`src/rtl/legguard_pkg.sv`:
```
package legguard_pkg;

  // Request code layout: {upper, lower}
  localparam logic [1:0] CODE_OFF = 2'b00;
  localparam logic [1:0] CODE_BOT = 2'b01;
  localparam logic [1:0] CODE_TOP = 2'b10;
  localparam logic [1:0] CODE_BAD = 2'b11;

  typedef enum logic [2:0] {
    ST_OFF      = 3'd0,
    ST_TOP      = 3'd1,
    ST_BOT      = 3'd2,
    ST_DEAD_TOP = 3'd3,
    ST_DEAD_BOT = 3'd4
  } legState_t;

  // control -> datapath
  typedef struct packed {
    logic loadDead;
    logic decDead;
  } ctrlStrobe_t;

  // datapath -> control
  typedef struct packed {
    logic       acceptValid;
    logic [1:0] acceptCode;
    logic       improper;
    logic       improperEdge;
    logic       deadDone;
  } dpStatus_t;

endpackage

```
`src/rtl/legguard_datapath.sv`:
```
module legguard_datapath
  import legguard_pkg::*;
#(
  parameter int CNT_W = 8
) (
  input  logic              clk,
  input  logic              rst,
  input  logic              cmdTop,
  input  logic              cmdBot,
  input  logic [CNT_W-1:0]  minWidth,
  input  logic [CNT_W-1:0]  deadCycles,
  input  ctrlStrobe_t       strobe,
  output dpStatus_t         status
);

  localparam logic [CNT_W:0]   ONE_WIDE = {{CNT_W{1'b0}}, 1'b1};
  localparam logic [CNT_W-1:0] ONE_NARROW = {{(CNT_W-1){1'b0}}, 1'b1};
  localparam logic [CNT_W:0]   SAT_MAX = {1'b0, {CNT_W{1'b1}}};

  logic [1:0]       inCode;
  logic [1:0]       candCode;
  logic [1:0]       qualCode;
  logic [CNT_W-1:0] runCnt;
  logic [CNT_W:0]   freshCnt;
  logic [CNT_W:0]   widthEff;
  logic [CNT_W-1:0] deadCnt;
  logic [CNT_W-1:0] deadLoad;
  logic             prevImproper;
  logic             isImproper;
  logic             acceptNow;

  assign inCode     = {cmdTop, cmdBot};
  assign isImproper = (inCode == CODE_BAD);

  // length of the current run including this edge
  assign freshCnt = (inCode == candCode) ? ({1'b0, runCnt} + ONE_WIDE) : ONE_WIDE;
  assign widthEff = (minWidth == '0) ? ONE_WIDE : {1'b0, minWidth};
  assign acceptNow = !isImproper && (inCode != qualCode) && (freshCnt >= widthEff);

  // qualification filter
  always_ff @(posedge clk) begin
    if (rst) begin
      candCode     <= CODE_OFF;
      runCnt       <= '0;
      qualCode     <= CODE_OFF;
      prevImproper <= 1'b0;
    end else begin
      candCode     <= inCode;
      runCnt       <= (freshCnt > SAT_MAX) ? SAT_MAX[CNT_W-1:0] : freshCnt[CNT_W-1:0];
      prevImproper <= isImproper;
      if (isImproper) begin
        qualCode <= CODE_OFF;
      end else if (acceptNow) begin
        qualCode <= inCode;
      end
    end
  end

  // dead interval counter
  assign deadLoad = (deadCycles == '0) ? ONE_NARROW : deadCycles;

  always_ff @(posedge clk) begin
    if (rst) begin
      deadCnt <= '0;
    end else if (strobe.loadDead) begin
      deadCnt <= deadLoad;
    end else if (strobe.decDead && deadCnt != '0) begin
      deadCnt <= deadCnt - ONE_NARROW;
    end
  end

  always_comb begin
    status.acceptValid  = acceptNow;
    status.acceptCode   = inCode;
    status.improper     = isImproper;
    status.improperEdge = isImproper && !prevImproper;
    status.deadDone     = (deadCnt == ONE_NARROW);
  end

endmodule

```
`src/rtl/legguard_control.sv`:
```
module legguard_control
  import legguard_pkg::*;
(
  input  logic        clk,
  input  logic        rst,
  input  dpStatus_t   status,
  output ctrlStrobe_t strobe,
  output logic        gateTop,
  output logic        gateBot,
  output logic        errFlag
);

  legState_t state;
  legState_t nextState;

  always_comb begin
    nextState = state;
    strobe    = '0;
    if (status.improper) begin
      nextState = ST_OFF;
    end else if (status.acceptValid) begin
      unique case (status.acceptCode)
        CODE_TOP: begin
          nextState       = ST_DEAD_TOP;
          strobe.loadDead = 1'b1;
        end
        CODE_BOT: begin
          nextState       = ST_DEAD_BOT;
          strobe.loadDead = 1'b1;
        end
        default: nextState = ST_OFF;
      endcase
    end else begin
      unique case (state)
        ST_DEAD_TOP: begin
          if (status.deadDone) nextState = ST_TOP;
          else strobe.decDead = 1'b1;
        end
        ST_DEAD_BOT: begin
          if (status.deadDone) nextState = ST_BOT;
          else strobe.decDead = 1'b1;
        end
        default: nextState = state;
      endcase
    end
  end

  always_ff @(posedge clk) begin
    if (rst) begin
      state   <= ST_OFF;
      gateTop <= 1'b0;
      gateBot <= 1'b0;
      errFlag <= 1'b0;
    end else begin
      state   <= nextState;
      gateTop <= (nextState == ST_TOP);
      gateBot <= (nextState == ST_BOT);
      errFlag <= status.improperEdge;
    end
  end

endmodule

```
`src/rtl/legguard_leg.sv`:
```
module legguard_leg
  import legguard_pkg::*;
#(
  parameter int CNT_W = 8
) (
  input  logic             clk,
  input  logic             rst,
  input  logic             cmdTop,
  input  logic             cmdBot,
  input  logic [CNT_W-1:0] minWidth,
  input  logic [CNT_W-1:0] deadCycles,
  output logic             gateTop,
  output logic             gateBot,
  output logic             errFlag
);

  ctrlStrobe_t strobe;
  dpStatus_t   status;

  legguard_datapath #(.CNT_W(CNT_W)) u_dp (
    .clk        (clk),
    .rst        (rst),
    .cmdTop     (cmdTop),
    .cmdBot     (cmdBot),
    .minWidth   (minWidth),
    .deadCycles (deadCycles),
    .strobe     (strobe),
    .status     (status)
  );

  legguard_control u_ctl (
    .clk     (clk),
    .rst     (rst),
    .status  (status),
    .strobe  (strobe),
    .gateTop (gateTop),
    .gateBot (gateBot),
    .errFlag (errFlag)
  );

endmodule

```
`src/rtl/legguard_top.sv`:
```
module legguard_top #(
  parameter int NUM_LEGS = 3,
  parameter int CNT_W    = 8
) (
  input  logic                clk,
  input  logic                rst,
  input  logic [NUM_LEGS-1:0] cmdTop,
  input  logic [NUM_LEGS-1:0] cmdBot,
  input  logic [CNT_W-1:0]    deadCycles,
  input  logic [CNT_W-1:0]    minWidth,
  output logic [NUM_LEGS-1:0] gateTop,
  output logic [NUM_LEGS-1:0] gateBot,
  output logic [NUM_LEGS-1:0] errFlag
);

  for (genvar g = 0; g < NUM_LEGS; g++) begin : gLeg
    legguard_leg #(.CNT_W(CNT_W)) u_leg (
      .clk        (clk),
      .rst        (rst),
      .cmdTop     (cmdTop[g]),
      .cmdBot     (cmdBot[g]),
      .minWidth   (minWidth),
      .deadCycles (deadCycles),
      .gateTop    (gateTop[g]),
      .gateBot    (gateBot[g]),
      .errFlag    (errFlag[g])
    );
  end

endmodule

```
`config.mk`:
```
export PLATFORM = sky130hd
export DESIGN_NAME = legguard_top
export DESIGN_NICKNAME = d
export VERILOG_FILES = /design/src/rtl/legguard_pkg.sv /design/src/rtl/legguard_datapath.sv /design/src/rtl/legguard_control.sv /design/src/rtl/legguard_leg.sv /design/src/rtl/legguard_top.sv
export SDC_FILE = /design/constraint.sdc
export NUM_CORES = 1
export LEC_CHECK = 0
export BUFFER_PORTS_ARGS = -buffer_cell sky130_fd_sc_hd__buf_4
export CAP_MARGIN = 20
export CORE_MARGIN = 2
export CORE_UTILIZATION = 50
export CTS_BUF_LIST = sky130_fd_sc_hd__clkbuf_8
export DETAILED_ROUTE_END_ITERATION = 12
export HOLD_SLACK_MARGIN = 0.08
export PLACE_DENSITY = 0.74
export SLEW_MARGIN = 20
export SYNTH_ARGS = -nofsm -noshare
export SYNTH_HDL_FRONTEND = slang
export SYNTH_SLANG_ARGS = --single-unit
```
`constraint.sdc`:
```
create_clock -name clk -period 6.3 [get_ports clk]
set_input_delay 0.315 -clock clk [delete_from_list [all_inputs] [get_ports clk]]
set_output_delay 0.315 -clock clk [all_outputs]
set_load 0.005 [all_outputs]
```
==> results of run 1 <==
[per-stage QoR]
stage / util / instances
after floorplan: - / 579
after global placement: 0.537 / 718
after detailed placement: 0.537 / 718
after CTS: 0.560 / 734
after global routing: 0.560 / 734
final: 0.560 / 734
[routing by layer]
layer	global-route usage	up-vias	routed length (um)
met1	0.272	2034	5280
met4	0.0734	0	206
met2	0.347	103	5180
met5	0	-	0
met3	0.0434	17	513
li1	-	2142	-
[area by class of cell]
type                            instances  share of cell area
Multi-Input combinational cell        441               0.565
Sequential cell                        81               0.297
Timing Repair Buffer                   32              0.0441
Tap cell                              133              0.0305
Clock buffer                           11              0.0278
Inverter                               31              0.0213
Clock inverter                          5              0.0142
[layout by cell type (no fill, tap or decap), types with 9 or more instances in the layout]
cell,n
dfxtp_1,81
nor2_1,59
ha_1,42
buf_4,32
inv_1,30
nand2_1,29
a21oi_1,28
nand3_1,27
o211ai_1,22
o21a_1,17
o21ai_0,16
xor2_1,16
xnor2_1,13
a31oi_1,13
a211oi_1,12
nor3_1,12
mux2i_1,11
clkbuf_8,11
nor2b_1,10
nand2b_1,9
[cells by family after synthesis]
| kind of cell | count (synthesis) | share of synthesized area |
|---|---|---|
| AOI/OAI and AO/OA | 146 | 0.216 |
| xor gates and xnor gates | 29 | 0.0511 |
| adders and majority gates | 42 | 0.106 |
| buffers and inverters | 57 | 0.0534 |
| DFF | 81 | 0.327 |
| muxes | 13 | 0.0267 |
| and+or+nand+nor | 211 | 0.220 |
[path summary, 6_finish.rpt]
kind | end | slack [ps] | cells past startpoint
worst min-delay path | gLeg[1].u_leg.u_dp.candCode[1] | 250 | 3
worst min register to register | gLeg[0].u_leg.u_ctl.errFlag | 390 | 1
worst max-delay path | gLeg[1].u_leg.u_dp.deadCnt[1] | 2830 | 11
worst max register to register | gLeg[1].u_leg.u_dp.deadCnt[1] | 2830 | 11
[tightest hold or removal path, cell delays in order]
cell,delay (ps)
buf_4,140
inv_1,70
nor2_1,40
[state kept, by name, indices dropped and copies added (netlist names)]
signal and flops:
gLeg.u_leg.u_dp.deadCnt 24, gLeg.u_leg.u_dp.runCnt 24, gLeg.u_leg.u_ctl.state 9, gLeg.u_leg.u_dp.candCode 6, gLeg.u_leg.u_dp.qualCode 6, gLeg.u_leg.u_ctl.errFlag 3, gLeg.u_leg.u_ctl.gateBot 3, gLeg.u_leg.u_ctl.gateTop 3
gLeg.u_leg.u_dp.prevImproper 3
[power by group]
part	switching, mW	leakage [nW]	internal (mW)
Clock	0.193	0.115	0.243
Sequential	0.00386	0.656	0.518
Combinational	0.0604	1.36	0.0383
Total	0.257	2.13	0.800
==> results.cfg, run 1 <==
[status]
run_status = completed

[logic_synthesis]
synth_edf_count = 0
synth.most_common_cell = dfxtp_1
synth_area_leaders = dfxtp_1, ha_1, nor2_1
async_flop_share = 0
ys_seq_area_frac = 0.327
yosysTopAreaCellShare = 0.327
synth_top_area_cell = dfxtp_1
syn_nets = 645
synthFlopType = dfxtp_1
syn_inst = 579
netlist_area_sq_mm = 0.00497
syn_avg_cell_area_sq_um = 8.58
synthTopCellsByCount = dfxtp_1, nor2_1, ha_1, inv_1, nand2_1
synth_cell_type_count = 65
synth_seq_cells = 81
yosysWarnings = 0

[global_route]
grt_max_degree = 52
grt_usage = 0.210
grt_pass1_vias = 3942
grt_antenna_before_repair = 0
overflow = 0
grt_pass1_wl_um = 18600

[worst_setup_path]
worst_path_dominant_cell_family = compound AO/OA/AOI/OAI gates
critPathMaxFanout = 25
cpPeakStageDelay_ps = 670
path_class = flop to flop
crit_top_cell = ha_1
slowest_stage = o211a_1
crit_buf_inv = 0
required_ps = 6550
path_cells = ha_1 > and3_1 > nand3_1 > xor2_1 > nor2_1 > ha_1 > nand4_1 > o31ai_1 > o211a_1 > nor3b_1 > a2111oi_0
crit_path_start_kind = flop
cp-end-kind = flop
timing.rr.start = gLeg[1].u_leg.u_dp.runCnt[0]
startpoint = gLeg[1].u_leg.u_dp.runCnt[0]
worstPathArrival_ps = 3720

[power]
p_total_mw = 1.06
ir_drop_mv = 0.0970
power.leakage_nw = 2.13
power_density_mw_per_mm2 = 194

[clocking]
htree_levels = 3
clk_pin_slew_ps = 80
cts.hold.buffers_added = 0
cts_made_buffers = 9
post_cts_resized = 0
cts_root_buffer = clkbuf_8
clock_latency_ps = 360
clock_path_buffers = 2
clock_sinks = 81
post_cts_buffers = 0
cts_tree = built

[min_path]
hp-class = input port to flop
hold_path.startpoint = cmdTop[1]

[sta]
holdWs_ps = 246
setup_viol = 0
grt_setup_unrepaired = false
max_clock_freq_ghz = 0.288
finalSetupTns_ps = 0
maxSlewHeadroom = 0.536
drv_slew = 0
period_needed_ps = 3470
fin_ws_ps = 2830
period_share = 0.551
fin_skew_ps = 8.81
max_slew.worst_pin.slew_ps = 690
hold_violations = 0

[die]
die_area_sq_mm = 0.0107
ios = 33
die_w_um = 104
die_y_um = 104
num_rows = 36
core_area_sq_mm = 0.00973
initial_core_util = 0.510

[finish]
antennaDiodeCount = 0
design_area_sq_mm = 0.00545
drive_above_1_share = 0.123
seq_area_sq_mm = 0.00162
fill_cells = 884
multi_input_area_sq_mm = 0.00308
nNetsFinal = 662
area_delta_synth_final_pct = 9.80

[drt]
vias_per_cell = 5.85
drcViolationCount = 0
routedWlPerCell_um = 15.2
vias = 4296
drt-total-wl_um = 11200
drt_iter0_drc = 201
ant_nets = 0
drt_first_pass_iters = 5

[placement]
hpwl_um = 8170
placed_area_sq_mm = 0.00522
routabilityCongestion = 0.912
numPortBuffers = 32
preCtsSetupSlack_ps = 2850

[run]
maxCapViolations = 0
Note: power is estimated with default switching activity, not from simulation.
==> inputs of run 2 (changes only) <==
Clock period 6.3 ns to 3.45 ns, I/O delays scaled along.
==> results.cfg, run 2 (synthesis results as in run 1) <==
[sta]
finalSetupTns_ps = 0
max_slew.worst_pin.slew_ps = 653
fin_skew_ps = 8.24
grt_setup_unrepaired = false
max_clock_freq_ghz = 0.313
hold_violations = 0
drv_slew = 0
maxSlewHeadroom = 0.561
period_share = 0.926
period_needed_ps = 3200
setup_viol = 0

[finish]
final_common_cell = dfxtp_1
multi_input_area_sq_mm = 0.00308
seq_area_sq_mm = 0.00162
antennaDiodeCount = 0
largestRegisters = gLeg.u_leg.u_dp.deadCnt x24, gLeg.u_leg.u_dp.runCnt x24, gLeg.u_leg.u_ctl.state x9
final_cell_mix = dfxtp_1, nor2_1, ha_1, buf_4, inv_1
fill_cells = 914
area_delta_synth_final_pct = 9.02
drive_above_1_share = 0.123
nNetsFinal = 665

[worst_setup_path]
cpPeakStageDelay_ps = 520
required_ps = 3730
cp-end-kind = flop
slowest_stage = or4_1
worst_path_dominant_cell_family = compound AO/OA/AOI/OAI gates
critPathMaxFanout = 8
crit_top_cell = ha_1
path_cells = ha_1 > nand2_1 > or3_1 > a21oi_1 > ha_1 > a211o_1 > a41o_1 > o21a_1 > or4_1 > a31oi_1
crit_path_start_kind = flop
rrSetupSlack_ps = 250
worstPathArrival_ps = 3480
path_class = flop to flop
crit_buf_inv = 0

[placement]
numPortBuffers = 32
hpwl_um = 8170
routabilityCongestion = 0.925

[clocking]
cts_made_buffers = 9
clk_pin_slew_ps = 80
clock_latency_ps = 350
clock_sinks = 81
cts.hold.buffers_added = 0
htree_levels = 3
cts_root_buffer = clkbuf_8
post_cts_buffers = 0
clock_path_buffers = 2
cts_tree = built

[global_route]
grt_antenna_before_repair = 0
grt_max_degree = 52
overflow = 0
grt_pass1_wl_um = 18900
grt_pass1_vias = 4050
grt_usage = 0.212

[power]
p_total_mw = 1.75
power.leakage_nw = 2.11
power_density_mw_per_mm2 = 323
ir_drop_mv = 0.146

[min_path]
hp-class = input port to flop

[run]
maxCapViolations = 0

[drt]
ant_nets = 0
vias_per_cell = 5.76
drt_iter0_drc = 170
drt_first_pass_iters = 4
drt-total-wl_um = 11000
routedWlPerCell_um = 14.9
vias = 4231
drcViolationCount = 0

[die]
die_w_um = 104
ios = 33
initial_core_util = 0.510
die_y_um = 104
die_area_sq_mm = 0.0107
num_rows = 36
core_area_sq_mm = 0.00973

[status]
run_status = completed
run 2: cell count changes in the layout (fill, tap and decap cells not counted):
cell	before	now
o211a_1	1	0
buf_4	32	35
inv_1	30	33
o31ai_2	0	1
clkinvlp_4	1	0
o211a_2	0	1
clkinv_2	2	0
o31ai_1	4	3
bufinv_16	2	0
run 2: path summary, 6_finish.rpt:
kind,cells after the start,end,start
max reg2reg,10,gLeg[0].u_leg.u_dp.deadCnt[4],gLeg[0].u_leg.u_dp.runCnt[0]
max,10,gLeg[0].u_leg.u_dp.deadCnt[4],gLeg[0].u_leg.u_dp.runCnt[0]
min,3,gLeg[0].u_leg.u_dp.candCode[0],cmdBot[0]
min reg2reg,1,gLeg[2].u_leg.u_ctl.errFlag,gLeg[2].u_leg.u_dp.prevImproper
run 2: report_power, final:
part           total (mW)  leakage [nW]  internal [mW]  switching (mW)
Sequential          0.953         0.656          0.946         0.00682
Combinational       0.181          1.36         0.0702           0.111
Clock               0.613        0.0951          0.286           0.327
run 2: worst min-delay path: stages:
cell and delay (ps):
buf_4 140, inv_1 70, nor2_1 40
run 2: repair_timing:
item,CTS,global route
endpoints found under the hold margin,0,0
gates resized for setup,0,2
endpoints found under the setup margin,0,9
run 2: area by class of cell:
class                           instances  share of cell area
Inverter                               31              0.0215
Sequential cell                        81               0.300
Clock buffer                           11              0.0280
Clock inverter                          3             0.00208
Timing Repair Buffer                   35              0.0485
Multi-Input combinational cell        441               0.570
Tap cell                              133              0.0307
run 2: per-stage QoR:
stage          cells   util  cell area [sq um]  setup WS, ps  hold slack, ps
5_1_grt          735  0.556               5410          31.2             108
2_1_floorplan    579      -               4970           570             252
3_5_place_dp     721  0.539               5250           177             374
4_1_cts          735  0.556               5410           135            97.7
3_3_place_gp     721  0.539               5250           323             372
6_report         735  0.556               5410           255             117
run 2: layer usage:
metal / up-vias / wire length [um] / global-route usage
li1: 2152 / - / -
met1: 1989 / 5090 / 0.278
met2: 77 / 5240 / 0.354
met3: 13 / 471 / 0.0365
met4: 0 / 155 / 0.0743
met5: - / 0 / 0
==> inputs of run 3 (changes only) <==
Settings changed: ABC_AREA set to 1.
==> results.cfg, run 3 <==
[status]
run_status = completed

[min_path]
min_path_cells = 3
hold_end = gLeg[1].u_leg.u_dp.candCode[0]
hp-class = input port to flop
hold_path.startpoint = cmdBot[1]

[die]
die_area_sq_mm = 0.0113
initial_core_util = 0.512
num_rows = 37
die_w_um = 106
die_y_um = 106
core_area_sq_mm = 0.0102
ios = 33

[power]
seq_power_share = 0.489
power_frac_comb = 0.099
p_clk_frac = 0.412
power.leakage_nw = 2.85
ir_drop_mv = 0.208
p_total_mw = 1.95
power_switching_mw = 0.487
switching_share = 0.249
internal_power_mw = 1.47
power_density_mw_per_mm2 = 341

[clocking]
post_cts_resized = 0
cts_made_buffers = 9
cts.hold.buffers_added = 0
clock_sinks = 81
cts_tree = built
clock_path_buffers = 2
htree_levels = 3
post_cts_buffers = 0
cts_root_buffer = clkbuf_8
clock_latency_ps = 360
clk_pin_slew_ps = 80

[logic_synthesis]
yosysTopAreaCellShare = 0.310
synth_cell_type_count = 41
syn_nets = 811
syn_inst = 745
netlist_area_sq_mm = 0.00524
synth_top_area_cell = dfxtp_1
synthFlopType = dfxtp_1
synth.most_common_cell = nand2_1
async_flop_share = 0
synth_area_leaders = dfxtp_1, ha_1, nand2_1
synth_edf_count = 0
syn_avg_cell_area_sq_um = 7.03
synthTopCellsByCount = nand2_1, inv_1, nor2_1, dfxtp_1, nand3_1
synth_seq_cells = 81
ys_seq_area_frac = 0.310
yosysWarnings = 0

[finish]
fin_util = 0.560
nNetsFinal = 833
drive_above_1_share = 0.113
largestRegisters = gLeg.u_leg.u_dp.deadCnt x24, gLeg.u_leg.u_dp.runCnt x24, gLeg.u_leg.u_ctl.state x9
area_delta_synth_final_pct = 9.42
final_cell_mix = nand2_1, inv_1, nor2_1, dfxtp_1, nand3_1
antennaDiodeCount = 0
final_common_cell = nand2_1
fin_cells = 908

[worst_setup_path]
worstPathArrival_ps = 3080
reg2reg_depth = 19
cp-end-kind = flop
rrSetupSlack_ps = 670
startpoint = gLeg[2].u_leg.u_dp.runCnt[0]
crit_path_start_kind = flop
critPathMaxFanout = 15
required_ps = 3750
timing.rr.start = gLeg[2].u_leg.u_dp.runCnt[0]
crit-reg2reg-capture = gLeg[2].u_leg.u_ctl.gateTop
path_class = flop to flop

[sta]
max_slew.worst_pin.slew_ps = 657
setup_viol = 0
finalSetupTns_ps = 0
fin_skew_ps = 12.5
hold_violations = 0
max_clock_freq_ghz = 0.360
grt_setup_unrepaired = false
drv_slew = 0
maxSlewHeadroom = 0.562
period_needed_ps = 2780
holdWs_ps = 107
period_share = 0.806

[drt]
routedWlPerCell_um = 12.2
drt_iter0_drc = 277
vias = 4651
drt-total-wl_um = 11100
drt_first_pass_iters = 5
drcViolationCount = 0
vias_per_cell = 5.12
ant_nets = 0

[placement]
dp_cells = 892
hpwl_um = 8470
routabilityCongestion = 0.922
numPortBuffers = 32

[run]
maxCapViolations = 0

[global_route]
overflow = 0
grt_pass1_vias = 4361
grt_pass1_wl_um = 19200
grt_usage = 0.211
grt_antenna_before_repair = 0
grt_max_degree = 57
==> run 3: cell types whose count changed in the layout (fill, tap and decap cells not counted), moves of 18 or more <==
| cell | delta |
|---|---|
| inv_1 | +83 |
| nand2_1 | +92 |
| nand3_1 | +44 |
| nand4_1 | +18 |
| nor2_1 | +45 |
| o211ai_1 | -21 |
==> run 3: metrics by stage <==
step           setup slack (ps)  cell area (sq um)
4_1_cts                     668               5730
3_5_place_dp                688               5490
6_report                    670               5730
3_3_place_gp                839               5490
2_1_floorplan               994               5240
5_1_grt                     380               5730
==> run 3: power groups by stage <==
stage | clock [mW] | combinational, mW | sequential [mW]
2_1_floorplan | 0 | 0.136 | 0.975
3_5_place_dp | 0 | 0.195 | 0.977
6_report | 0.804 | 0.194 | 0.955
3_3_place_gp | 0 | 0.188 | 0.976
5_1_grt | 0.868 | 0.224 | 0.957
4_1_cts | 0.825 | 0.196 | 0.955
==> run 3: cell type report <==
cell class | count | area [sq um]
Tap cell | 136 | 170
Timing Repair Buffer | 33 | 248
Clock buffer | 11 | 151
Inverter | 118 | 443
Sequential cell | 81 | 1620
Multi-Input combinational cell | 524 | 3010
Clock inverter | 5 | 85.1
Fill cell | 973 | 4500
==> run 3: kinds of logic (layout without fill, tap and decap cells) <==
family / Yosys count / count (layout) / synth area share
flops: 81 / 81 / 0.310
buf+inv: 140 / 167 / 0.115
xor+xnor: 30 / 30 / 0.0502
compound gates: 84 / 84 / 0.0946
simple gates: 368 / 368 / 0.330
fa+ha+maj: 42 / 42 / 0.100
==> run 3: layer usage <==
layer  part of all wire  vias to the layer above  global-route usage  wire length [um]
met5                  0                        -                   0                 0
met4              0.020                        0              0.0855               225
met3              0.044                       18              0.0435               486
met2               0.49                       80               0.367              5410
met1               0.45                     2106               0.253              4950
li1                   -                     2447                   -                 -
==> run 3: worst max path at each step <==
stage | depth (start not counted) | to | slack (ps)
after floorplan | 19 | gLeg[2].u_leg.u_ctl.gateTop | 990
after global placement | 19 | gLeg[2].u_leg.u_ctl.gateTop | 840
after detailed placement | 19 | gLeg[2].u_leg.u_ctl.gateTop | 690
after CTS | 19 | gLeg[2].u_leg.u_ctl.gateTop | 670
after global routing | 22 | gLeg[1].u_leg.u_dp.deadCnt[1] | 380
final | 19 | gLeg[2].u_leg.u_ctl.gateTop | 670
==> run 3: worst max-delay path, cell delays in order, from the launching register on <==
cell and delay (ps):
dfxtp_1 330, ha_1 200, nand2_1 60, inv_1 40
nand2_1 80, inv_1 70, or2_2 270, nand3_1 100
inv_1 60, ha_1 280, nand2_1 70, nor2_1 100
nand4_1 130, nand2_4 110, nor2_4 40, nand2_4 130
nand2_8 100, o21ai_0 320, nand3_1 110, nor2_1 110
